### config.mk
export PLATFORM = sky130hd
export DESIGN_NAME = bcd_calendar_clock
export DESIGN_NICKNAME = d
export VERILOG_FILES = /design/src/rtl/cal_pkg.sv /design/src/rtl/cal_prescaler.sv /design/src/rtl/cal_timekeeper.sv /design/src/rtl/bcd_calendar_clock.sv
export SDC_FILE = /design/constraint.sdc
export NUM_CORES = 1
export LEC_CHECK = 0
export BUFFER_PORTS_ARGS = -buffer_cell sky130_fd_sc_hd__buf_2
export CAP_MARGIN = 20
export CORE_ASPECT_RATIO = 1.5
export CORE_UTILIZATION = 60
export DETAILED_ROUTE_END_ITERATION = 10
export MAX_ROUTING_LAYER = met4
export PLACE_DENSITY = 0.79
export SLEW_MARGIN = 20
export SYNTH_ARGS = -nofsm -noshare
export SYNTH_HDL_FRONTEND = slang
export SYNTH_SLANG_ARGS = --single-unit
### constraint.sdc
create_clock -name clk -period 3.7 [get_ports clk]
set_clock_uncertainty 0.05 [all_clocks]
set_input_delay 0.74 -clock clk [delete_from_list [all_inputs] [get_ports clk]]
set_output_delay 0.74 -clock clk [all_outputs]
set_load 0.02 [all_outputs]
### src/rtl/cal_pkg.sv
package cal_pkg;
  localparam int REG_DW = 8;
  localparam int REG_AW = 3;

  localparam logic [REG_AW-1:0] SEL_SEC  = 3'd0;
  localparam logic [REG_AW-1:0] SEL_MIN  = 3'd1;
  localparam logic [REG_AW-1:0] SEL_HOUR = 3'd2;
  localparam logic [REG_AW-1:0] SEL_WEEK = 3'd3;
  localparam logic [REG_AW-1:0] SEL_DAY  = 3'd4;
  localparam logic [REG_AW-1:0] SEL_MON  = 3'd5;
  localparam logic [REG_AW-1:0] SEL_YEAR = 3'd6;

  typedef struct packed {
    logic [6:0] sec;
    logic [6:0] min;
    logic       h12;
    logic       pm;
    logic [5:0] hour;
    logic [1:0] lctl;
    logic [1:0] lcnt;
    logic [2:0] dow;
    logic [5:0] day;
    logic [4:0] mon;
    logic [7:0] yr;
  } cal_state_t;

  localparam cal_state_t CAL_RESET = '{sec: 7'h00, min: 7'h00, h12: 1'b0, pm: 1'b0,
                                       hour: 6'h00, lctl: 2'b00, lcnt: 2'b00, dow: 3'd0,
                                       day: 6'h01, mon: 5'h01, yr: 8'h00};

  // two-digit BCD increment (caller handles wrap)
  function automatic logic [7:0] bcd_inc(input logic [7:0] v);
    if (v[3:0] >= 4'd9) bcd_inc = {v[7:4] + 4'd1, 4'd0};
    else                bcd_inc = {v[7:4], v[3:0] + 4'd1};
  endfunction

  function automatic logic [5:0] month_last_day(input logic [4:0] mon, input logic feb29);
    case (mon)
      5'h02:                      month_last_day = feb29 ? 6'h29 : 6'h28;
      5'h04, 5'h06, 5'h09, 5'h11: month_last_day = 6'h30;
      default:                    month_last_day = 6'h31;
    endcase
  endfunction
endpackage

### src/rtl/cal_prescaler.sv
module cal_prescaler #(
  parameter int STAGES = 15
) (
  input  logic clk,
  input  logic rst,
  input  logic ref_tick,
  input  logic stop,
  input  logic clr,
  output logic tick,
  output logic busy
);
  localparam logic [STAGES-1:0] TOP = '1;
  localparam logic [STAGES-1:0] ONE = STAGES'(1);

  logic [STAGES-1:0] cnt, cnt_nxt;
  logic              adv;

  assign adv  = ref_tick && !stop && !clr;
  assign tick = adv && (cnt == TOP);

  always_comb begin
    cnt_nxt = cnt;
    if (clr)      cnt_nxt = '0;
    else if (adv) cnt_nxt = cnt + ONE;
  end

  always_ff @(posedge clk) begin
    if (rst) begin
      cnt  <= '0;
      busy <= 1'b0;
    end else begin
      cnt  <= cnt_nxt;
      busy <= (cnt_nxt == TOP);
    end
  end

  // a carry is only issued while busy is showing
  assert_busy_before_carry_R13: assert property (@(posedge clk) disable iff (rst)
    tick |-> busy);
  // a stopped prescaler holds its phase
  assert_stop_holds_R11: assert property (@(posedge clk) disable iff (rst)
    (stop && !clr) |=> $stable(cnt));
  // clearing restarts the phase at zero
  assert_clear_phase_R12: assert property (@(posedge clk) disable iff (rst)
    clr |=> (cnt == '0) && !busy);
endmodule

### src/rtl/cal_timekeeper.sv
module cal_timekeeper
  import cal_pkg::*;
(
  input  logic              clk,
  input  logic              rst,
  input  logic              sec_tick,
  input  logic              wr_en,
  input  logic [REG_AW-1:0] wr_addr,
  input  logic [REG_DW-1:0] wr_data,
  input  logic [REG_AW-1:0] rd_addr,
  output logic [REG_DW-1:0] rd_data
);
  cal_state_t cur, adv, nxt;
  logic c_min, c_hr, c_day, c_mon;
  logic feb29;
  logic [5:0] last_day;

  always_comb begin
    adv      = cur;
    c_min    = 1'b0;
    c_hr     = 1'b0;
    c_day    = 1'b0;
    c_mon    = 1'b0;
    feb29    = !cur.lctl[1] && (cur.lcnt == 2'd0);
    last_day = month_last_day(cur.mon, feb29);
    if (sec_tick) begin
      if (cur.sec >= 7'h59) begin adv.sec = 7'h00; c_min = 1'b1; end
      else adv.sec = 7'(bcd_inc({1'b0, cur.sec}));
    end
    if (c_min) begin
      if (cur.min >= 7'h59) begin adv.min = 7'h00; c_hr = 1'b1; end
      else adv.min = 7'(bcd_inc({1'b0, cur.min}));
    end
    if (c_hr) begin
      if (!cur.h12) begin
        if (cur.hour >= 6'h23) begin adv.hour = 6'h00; c_day = 1'b1; end
        else adv.hour = 6'(bcd_inc({2'b00, cur.hour}));
      end else if (cur.hour == 6'h12) begin
        adv.hour = 6'h01;
      end else if (cur.hour == 6'h11) begin
        adv.hour = 6'h12;
        adv.pm   = !cur.pm;
        c_day    = cur.pm;
      end else begin
        adv.hour = 6'(bcd_inc({2'b00, cur.hour}));
      end
    end
    if (c_day) begin
      adv.dow = (cur.dow >= 3'd6) ? 3'd0 : cur.dow + 3'd1;
      if (cur.day >= last_day) begin adv.day = 6'h01; c_mon = 1'b1; end
      else adv.day = 6'(bcd_inc({2'b00, cur.day}));
    end
    if (c_mon) begin
      if (cur.mon >= 5'h12) begin
        adv.mon  = 5'h01;
        adv.lcnt = cur.lcnt + 2'd1;
        adv.yr   = (cur.yr >= 8'h99) ? 8'h00 : bcd_inc(cur.yr);
      end else begin
        adv.mon = 5'(bcd_inc({3'b000, cur.mon}));
      end
    end
  end

  // host write overrides only the addressed field of the advanced state
  always_comb begin
    nxt = adv;
    if (wr_en) begin
      case (wr_addr)
        SEL_SEC:  nxt.sec = wr_data[6:0];
        SEL_MIN:  nxt.min = wr_data[6:0];
        SEL_HOUR: begin
          nxt.h12  = wr_data[7];
          nxt.pm   = wr_data[7] & wr_data[6];
          nxt.hour = wr_data[5:0];
        end
        SEL_WEEK: begin
          nxt.lctl = wr_data[7:6];
          if (wr_data[6]) nxt.lcnt = wr_data[5:4];
          nxt.dow  = wr_data[2:0];
        end
        SEL_DAY:  nxt.day = wr_data[5:0];
        SEL_MON:  nxt.mon = wr_data[4:0];
        SEL_YEAR: nxt.yr  = wr_data;
        default:  ;
      endcase
    end
  end

  always_ff @(posedge clk) begin
    if (rst) begin
      cur     <= CAL_RESET;
      rd_data <= '0;
    end else begin
      cur <= nxt;
      case (rd_addr)
        SEL_SEC:  rd_data <= {1'b0, cur.sec};
        SEL_MIN:  rd_data <= {1'b0, cur.min};
        SEL_HOUR: rd_data <= {cur.h12, cur.pm, cur.hour};
        SEL_WEEK: rd_data <= {cur.lctl, cur.lcnt, 1'b0, cur.dow};
        SEL_DAY:  rd_data <= {2'b00, cur.day};
        SEL_MON:  rd_data <= {3'b000, cur.mon};
        SEL_YEAR: rd_data <= cur.yr;
        default:  rd_data <= '0;
      endcase
    end
  end

  // without a carry or a write nothing moves
  assert_idle_hold_R11: assert property (@(posedge clk) disable iff (rst)
    (!sec_tick && !wr_en) |=> (cur == $past(cur)));
  // seconds wrap at 59
  assert_sec_wrap_R3: assert property (@(posedge clk) disable iff (rst)
    (sec_tick && !wr_en && cur.sec == 7'h59) |=> (cur.sec == 7'h00));
  // no PM flag in 24-hour format
  assert_pm_clear_24h_R4: assert property (@(posedge clk) disable iff (rst)
    !cur.h12 |-> !cur.pm);
  // protected leap counter survives a write
  assert_leap_protect_R9: assert property (@(posedge clk) disable iff (rst)
    (wr_en && wr_addr == SEL_WEEK && !wr_data[6] && !sec_tick) |=> (cur.lcnt == $past(cur.lcnt)));
  // weekday wraps from 6
  assert_dow_wrap_R6: assert property (@(posedge clk) disable iff (rst)
    (c_day && !wr_en && cur.dow == 3'd6) |=> (cur.dow == 3'd0));
endmodule

### src/rtl/bcd_calendar_clock.sv
module bcd_calendar_clock #(
  parameter int DIV_STAGES = 15
) (
  input  logic       clk,
  input  logic       rst,
  input  logic       ref_tick,
  input  logic       clk_stop,
  input  logic       cnt_reset,
  input  logic       wr_en,
  input  logic [2:0] wr_addr,
  input  logic [7:0] wr_data,
  input  logic [2:0] rd_addr,
  output logic [7:0] rd_data,
  output logic       busy
);
  logic sec_tick;

  cal_prescaler #(.STAGES(DIV_STAGES)) u_pre (
    .clk     (clk),
    .rst     (rst),
    .ref_tick(ref_tick),
    .stop    (clk_stop),
    .clr     (cnt_reset),
    .tick    (sec_tick),
    .busy    (busy)
  );

  cal_timekeeper u_keep (
    .clk     (clk),
    .rst     (rst),
    .sec_tick(sec_tick),
    .wr_en   (wr_en),
    .wr_addr (wr_addr),
    .wr_data (wr_data),
    .rd_addr (rd_addr),
    .rd_data (rd_data)
  );
endmodule

; Word-level counts from Yosys, hierarchy flattened
; Index checks and enable logic that the tools add are counted.
[classes]
reduce_logical = 14
multipliers = 0
n_eq_ne = 21
n_shift = 0
bitwise = 1
mux = 52
add_sub_neg = 15
div_mod_pow = 0
magnitude_cmp = 13
[op_table]
columns = op, count
row1 = 7-bit two-way mux, 10
row2 = 8-bit one-hot mux with 7 select lines, 1
row3 = 48-bit two-way mux, 1
row4 = 6-bit two-way mux, 8
row5 = 8-bit two-way mux, 5
row6 = "15-bit equality test, second input constant", 2
row7 = 15-bit two-way mux, 2
row8 = "4-bit by 1-bit adder with 4-bit output, second input constant", 7
row9 = "4-bit greater-or-equal comparator, second input constant", 6
row10 = "3-bit equality test, second input constant", 6
row11 = "15-bit by 1-bit adder with 15-bit output, second input constant", 1
row12 = 1-bit two-way mux, 15
row13 = 5-bit two-way mux, 3
row14 = "7-bit greater-or-equal comparator, second input constant", 2
row15 = 13-bit two-way mux, 1
row16 = "3-bit by 2-bit equality test with 1-bit output, second input constant", 4
row17 = "6-bit by 5-bit equality test with 1-bit output, second input constant", 2
row18 = 6-bit one-hot mux with 2 select lines, 1
row19 = "5-bit by 3-bit equality test with 1-bit output, second input constant", 2
row20 = "3-bit by 1-bit adder with 3-bit output, second input constant", 3
row21 = 9-bit two-way mux, 1
row22 = "8-bit greater-or-equal comparator, second input constant", 1
row23 = "2-bit by 1-bit adder with 2-bit output, second input constant", 3
row24 = "3-bit by 1-bit equality test with 1-bit output, second input constant", 2
row25 = other kinds (17), 27
[word_totals]
rom_bits = 0
ramBits = 0
reg_bits = 72
mem_count = 0
out_inout_bits = 9
latchBits = 0
input_bits = 20

; Longest topological paths before layout
[logic_depth]
word_depth = 12
mapped_depth = 13
mapped_depth_nobuf = 12

; Modules after synthesis
; A second synthesis with hierarchy kept.
[hier_totals]
hier_cells = 622
area_unflattened_um2 = 4976.0
[modules_own_cells]
columns = module, cells_each, area_per_inst_um2, n_inst, seq_area_each_um2
row1 = cal_timekeeper, 520, 4121.5, 1, 1121.1
row2 = cal_prescaler, 102, 854.6, 1, 320.3

; Worst setup path after synthesis
; Ideal clock, no wire load.
[synth_timing]
kind = reg2reg
from = register u_keep.cur[8] (netlist name)
to = register u_keep.cur[11] (netlist name)
setup_ns = 0.091
t_arrival_ns = 2.805
stages_incl_launch_ff = 13
setup_slack_ns = 0.754
cell_sequence = dfxtp_1 > inv_1 > ha_1 > nor4b_1 > inv_1 > o32ai_1 > ha_1 > nor4b_1 > o21ai_0 > nand3_1 > or3_4 > or4_1 > a311oi_1
[synth_via]
elab_chain_cells = 9
[synth_lines]
columns = element, line
row1 = from (decl), cal_timekeeper.sv:13  ; cal_state_t cur, adv, nxt;
row2 = from (signal assigned), cal_timekeeper.sv:94  ; cur <= nxt;
row3 = 5-bit by 3-bit equality test with 1-bit output (tied with other cells), cal_pkg.sv:38  ; case (mon)
row4 = 4-bit OR reduction, cal_pkg.sv:38
row5 = 6-bit one-hot mux with 2 select lines, cal_pkg.sv:38
row6 = 6-bit greater-or-equal comparator, cal_timekeeper.sv:50  ; if (cur.day >= last_day) begin adv.day = 6'h01; c_mon = 1'b1; end
row7 = 1-bit two-way mux, cal_timekeeper.sv:50
row8 = 1-bit two-way mux, cal_timekeeper.sv:48  ; if (c_day) begin
row9 = 13-bit two-way mux *, cal_timekeeper.sv:53  ; if (c_mon) begin
row10 = 5-bit two-way mux, cal_timekeeper.sv:68  ; case (wr_addr)
row11 = 48-bit two-way mux *, cal_timekeeper.sv:67  ; if (wr_en) begin
; Mark *: on every way between the ends. The rest lies on a longest branch, timed or not.
; A chain may end at the register's enable or synchronous reset.

; Worst setup path after layout
[layout_timing]
from = register u_keep.cur[9] (netlist name)
to = register u_keep.cur[11] (netlist name)
; The elaborated chain is that of the path after synthesis.

==> Implementation_results.wiki <==
{| class="wikitable"
! Metric !! Value
|-
| Wirelength, routed || 13500 um
|-
| Initial core utilization || 61.6%
|-
| Maximum number of pins on one net before global-route repair || 52
|-
| Worst Reg2Reg Path Length in Cells || 11
|-
| Number of storage elements in the synthesis netlist || 72
|-
| Via count of the first global-routing pass || 4478
|-
| Async set or reset register ratio after synthesis || 0%
|-
| Number of endpoints with negative hold slack in the final report || 0
|-
| Library cell used as clock root buffer || clkbuf_16
|-
| Wire per inst || 18.4 um
|-
| Outcome || completed
|-
| Global-route usage over all layers || 33.9%
|-
| HPWL after detailed placement || 9740 um
|-
| Type of the worst setup path || register to register
|-
| Finish-stage setup viols || 0
|-
| Post-CTS repair timing setup buffer count || 0
|-
| Last weighted congestion value of the routability-driven placer || 0.909
|-
| Category of the worst setup path capture point || register
|-
| Placement Setup Slack || 0.370 ns
|-
| Number of antenna violations at the first check in global routing || 0
|-
| Synthesized netlist net count || 667
|-
| Violation count after the first detailed-route iteration || 329
|-
| Time the final worst path needs with I/O delays and setup || 3.34 ns
|-
| Worst min-delay path class || register to register
|-
| Count of cells along the worst hold path || 2
|-
| Syn_area_per_cell || 8.04 um2
|-
| DIE AREA || 8550 um2
|-
| Count of unique library cells instantiated by Yosys || 66
|-
| Nets || 680
|-
| Number of placed I/O pins || 29
|-
| Top cells by area in the synthesized netlist || dfxtp_1 (29%), ha_1 (9.4%), nor2_1 (6.8%), nand2_1 (3.2%), a21oi_1 (3.1%)
|-
| First-pass DRT Iterations || 5
|-
| Area of the core region || 7960 um2
|-
| Mean number of vias per cell || 6.58
|-
| Cells along the critical path || ha_1 -> nor4b_1 -> inv_1 -> o32ai_1 -> ha_1 -> nor4b_1 -> o21ai_0 -> nand3_1 -> or3_4 -> or4_1 -> a311oi_1
|-
| CTS H-tree lvls || 3
|-
| Post-DRT Antenna Nets || 0
|-
| Post-CTS clock slew at the launch and capture registers of the worst setup and hold paths || 0.06 ns
|-
| Cells after Synth || 610
|-
| Quantity of hold-fixing buffers added after cts || 0
|-
| Count of standard-cell rows || 40
|-
| Area added between synthesis and finish || 10.0%
|-
| Fin Setup TNS || 0 ns
|-
| Max Root-Sink Buffers || 2
|-
| EDFF count, synth || 0
|-
| Final critical-path share of the clock period || 90.2%
|-
| Worst rel slew slack || 44.8%
|-
| Number of gates given a new drive strength after cts || 0
|-
| RSZ-0062 raised after global routing || no
|-
| Transition time at the pin with the least slew margin || 0.826 ns
|-
| Delay contributed by the slowest stage of the critical path || 0.47 ns
|-
| Clock sink total || 72
|-
| Final Worst Setup Slack || 0.363 ns
|-
| Synth top area share || 29.4%
|-
| First-pass GRT wire length || 21400 um
|-
| Max Transition Viols Final || 0
|-
| Power density over the cells || 350 nW/um2
|-
| Share of synthesized area occupied by flip-flops and latches || 29.4%
|-
| TritonCTS Buffers || 9
|-
| Total via count after detailed routing || 4816
|-
| Post-synth top area cell || dfxtp_1
|-
| Congestion Overflow GR || 0
|-
| Non-filler cells, final || 732
|-
| Warnings, synthesis || 0
|-
| TritonCTS clock tree || built
|-
| Reported max-cap violation count || 0
|-
| Setup crit start kind || register
|-
| Arrival time at the worst endpoint || 3.53 ns
|-
| Share of cells above drive strength 1 || 10.4%
|-
| Die Wd || 75.8 um
|-
| Die span in y || 113 um
|-
| Max Clk Rate || 300 MHz
|-
| Cell area after synthesis || 4900 um2
|-
| Latest clock arrival within the worst-skew pair || 0.34 ns
|-
| Port Buffer Count || 28
|-
| Data required time of the critical path || 3.90 ns
|-
| Number of cells in the design after placement || 717
|-
| Master of the slowest instance on the critical path || or4_1
|-
| Commonest register cell after synthesis || dfxtp_1
|-
| Lkg Pwr || 2.10 nW
|-
| Max IR drop VDD || 0.258 mV
|-
| Power Total || 1.89 mW
|-
| Diode count || 0
|-
| CP max FO || 7
|-
| Remaining routing DRC violations || 0
|}
[synth_stat cells (6+ instances only)]
master    count
a211oi_1     14
a21oi_1      30
a22o_1        6
a311oi_1     14
clkbuf_1     26
dfxtp_1      72
ha_1         37
inv_1        31
mux2i_1      11
nand2_1      42
nand3_1      27
nand4_1       9
nor2_1       89
nor2b_1      10
nor3_1       12
nor3b_1       6
o21ai_0      27
o31ai_1      10
xnor2_1       7
xor2_1       11
[worst paths after layout]
check,start,endpoint,slack (ns)
max,u_keep.cur[9]$_SDFF_PP0_,u_keep.cur[11]$_SDFF_PP0_,0.36
min,u_keep.adv[24]$_SDFFE_PP0P_,u_keep.adv[24]$_SDFFE_PP0P_,0.42
max reg2reg,u_keep.cur[9]$_SDFF_PP0_,u_keep.cur[11]$_SDFF_PP0_,0.36
min reg2reg,u_keep.adv[24]$_SDFFE_PP0P_,u_keep.adv[24]$_SDFFE_PP0P_,0.42
[final cells by class]
type | count | area, um2
multi-input combinational | 477 | 3230
inverter | 31 | 116
fill | 684 | 2560
timing repair buffer | 32 | 170
tap | 105 | 131
clock inverter | 3 | 40.0
sequential | 72 | 1440
clock buffer | 12 | 267
[stage by stage]
| stage | hold slack [ns] | instance area [um2] | utilization, % |
|---|---|---|---|
| 6_report | 0.416 | 5400 | 67.8 |
| 5_1_grt | 0.455 | 5400 | 67.8 |
| 4_1_cts | 0.411 | 5400 | 67.8 |
| 3_5_place_dp | 0.404 | 5090 | 64.0 |
| 3_3_place_gp | 0.399 | 5090 | 64.0 |
| 2_1_floorplan | 0.383 | 4900 | - |
[power by group]
part	internal, mW	switching [mW]
sequential	0.795	0.0312
clock	0.570	0.319
combinational	0.0643	0.108
total	1.43	0.458
[layer usage]
layer	track usage, %	routed length [um]
met4	19.9	618
met2	54.1	6660
met3	5.34	815
met5	-	0
met1	39.0	5410
[cell families (layout without fill, tap and decap cells)]
kind of cell	after synthesis	in the layout	share of synthesized area [%]
flops	72	72	29.4
compound gates	153	153	22.0
buf+inv	61	78	4.74
mux	17	17	4.31
simple gates	252	252	26.9
fa+ha+maj	37	37	9.44
xor+xnor	18	18	3.21
[registers in the layout (all words and copies together) (netlist names)]
register,count
u_pre.cnt,15
u_keep.rd_data,8
u_keep.cur,45
u_keep.adv,3
u_pre.busy,1
[worst max-delay path, delay by kind of cell, from the launching register on]
| kind | cells | cell delay [ns] |
|---|---|---|
| adders and majority gates | 2 | 0.41 |
| DFF | 1 | 0.45 |
| AOI/OAI and AO/OA | 3 | 0.74 |
| and+or+nand+nor | 5 | 1.48 |
| buffers and inverters | 1 | 0.11 |
[cells in the final DEF, fill, tap and decap left out, types with 7 or more instances in the layout]
master,netlist,layout
nor2_1,89,89
xor2_1,11,11
ha_1,37,37
nor2b_1,10,10
dfxtp_1,72,72
clkbuf_16,0,9
nand4_1,9,9
o31ai_1,10,10
a21oi_1,30,30
nand2_1,42,42
inv_1,31,31
buf_2,3,28
o21ai_0,27,27
xnor2_1,7,7
nor3_1,12,12
a211oi_1,14,14
a311oi_1,14,14
nand3_1,27,27
mux2i_1,11,11
Note: power is estimated with default switching activity, not from simulation.
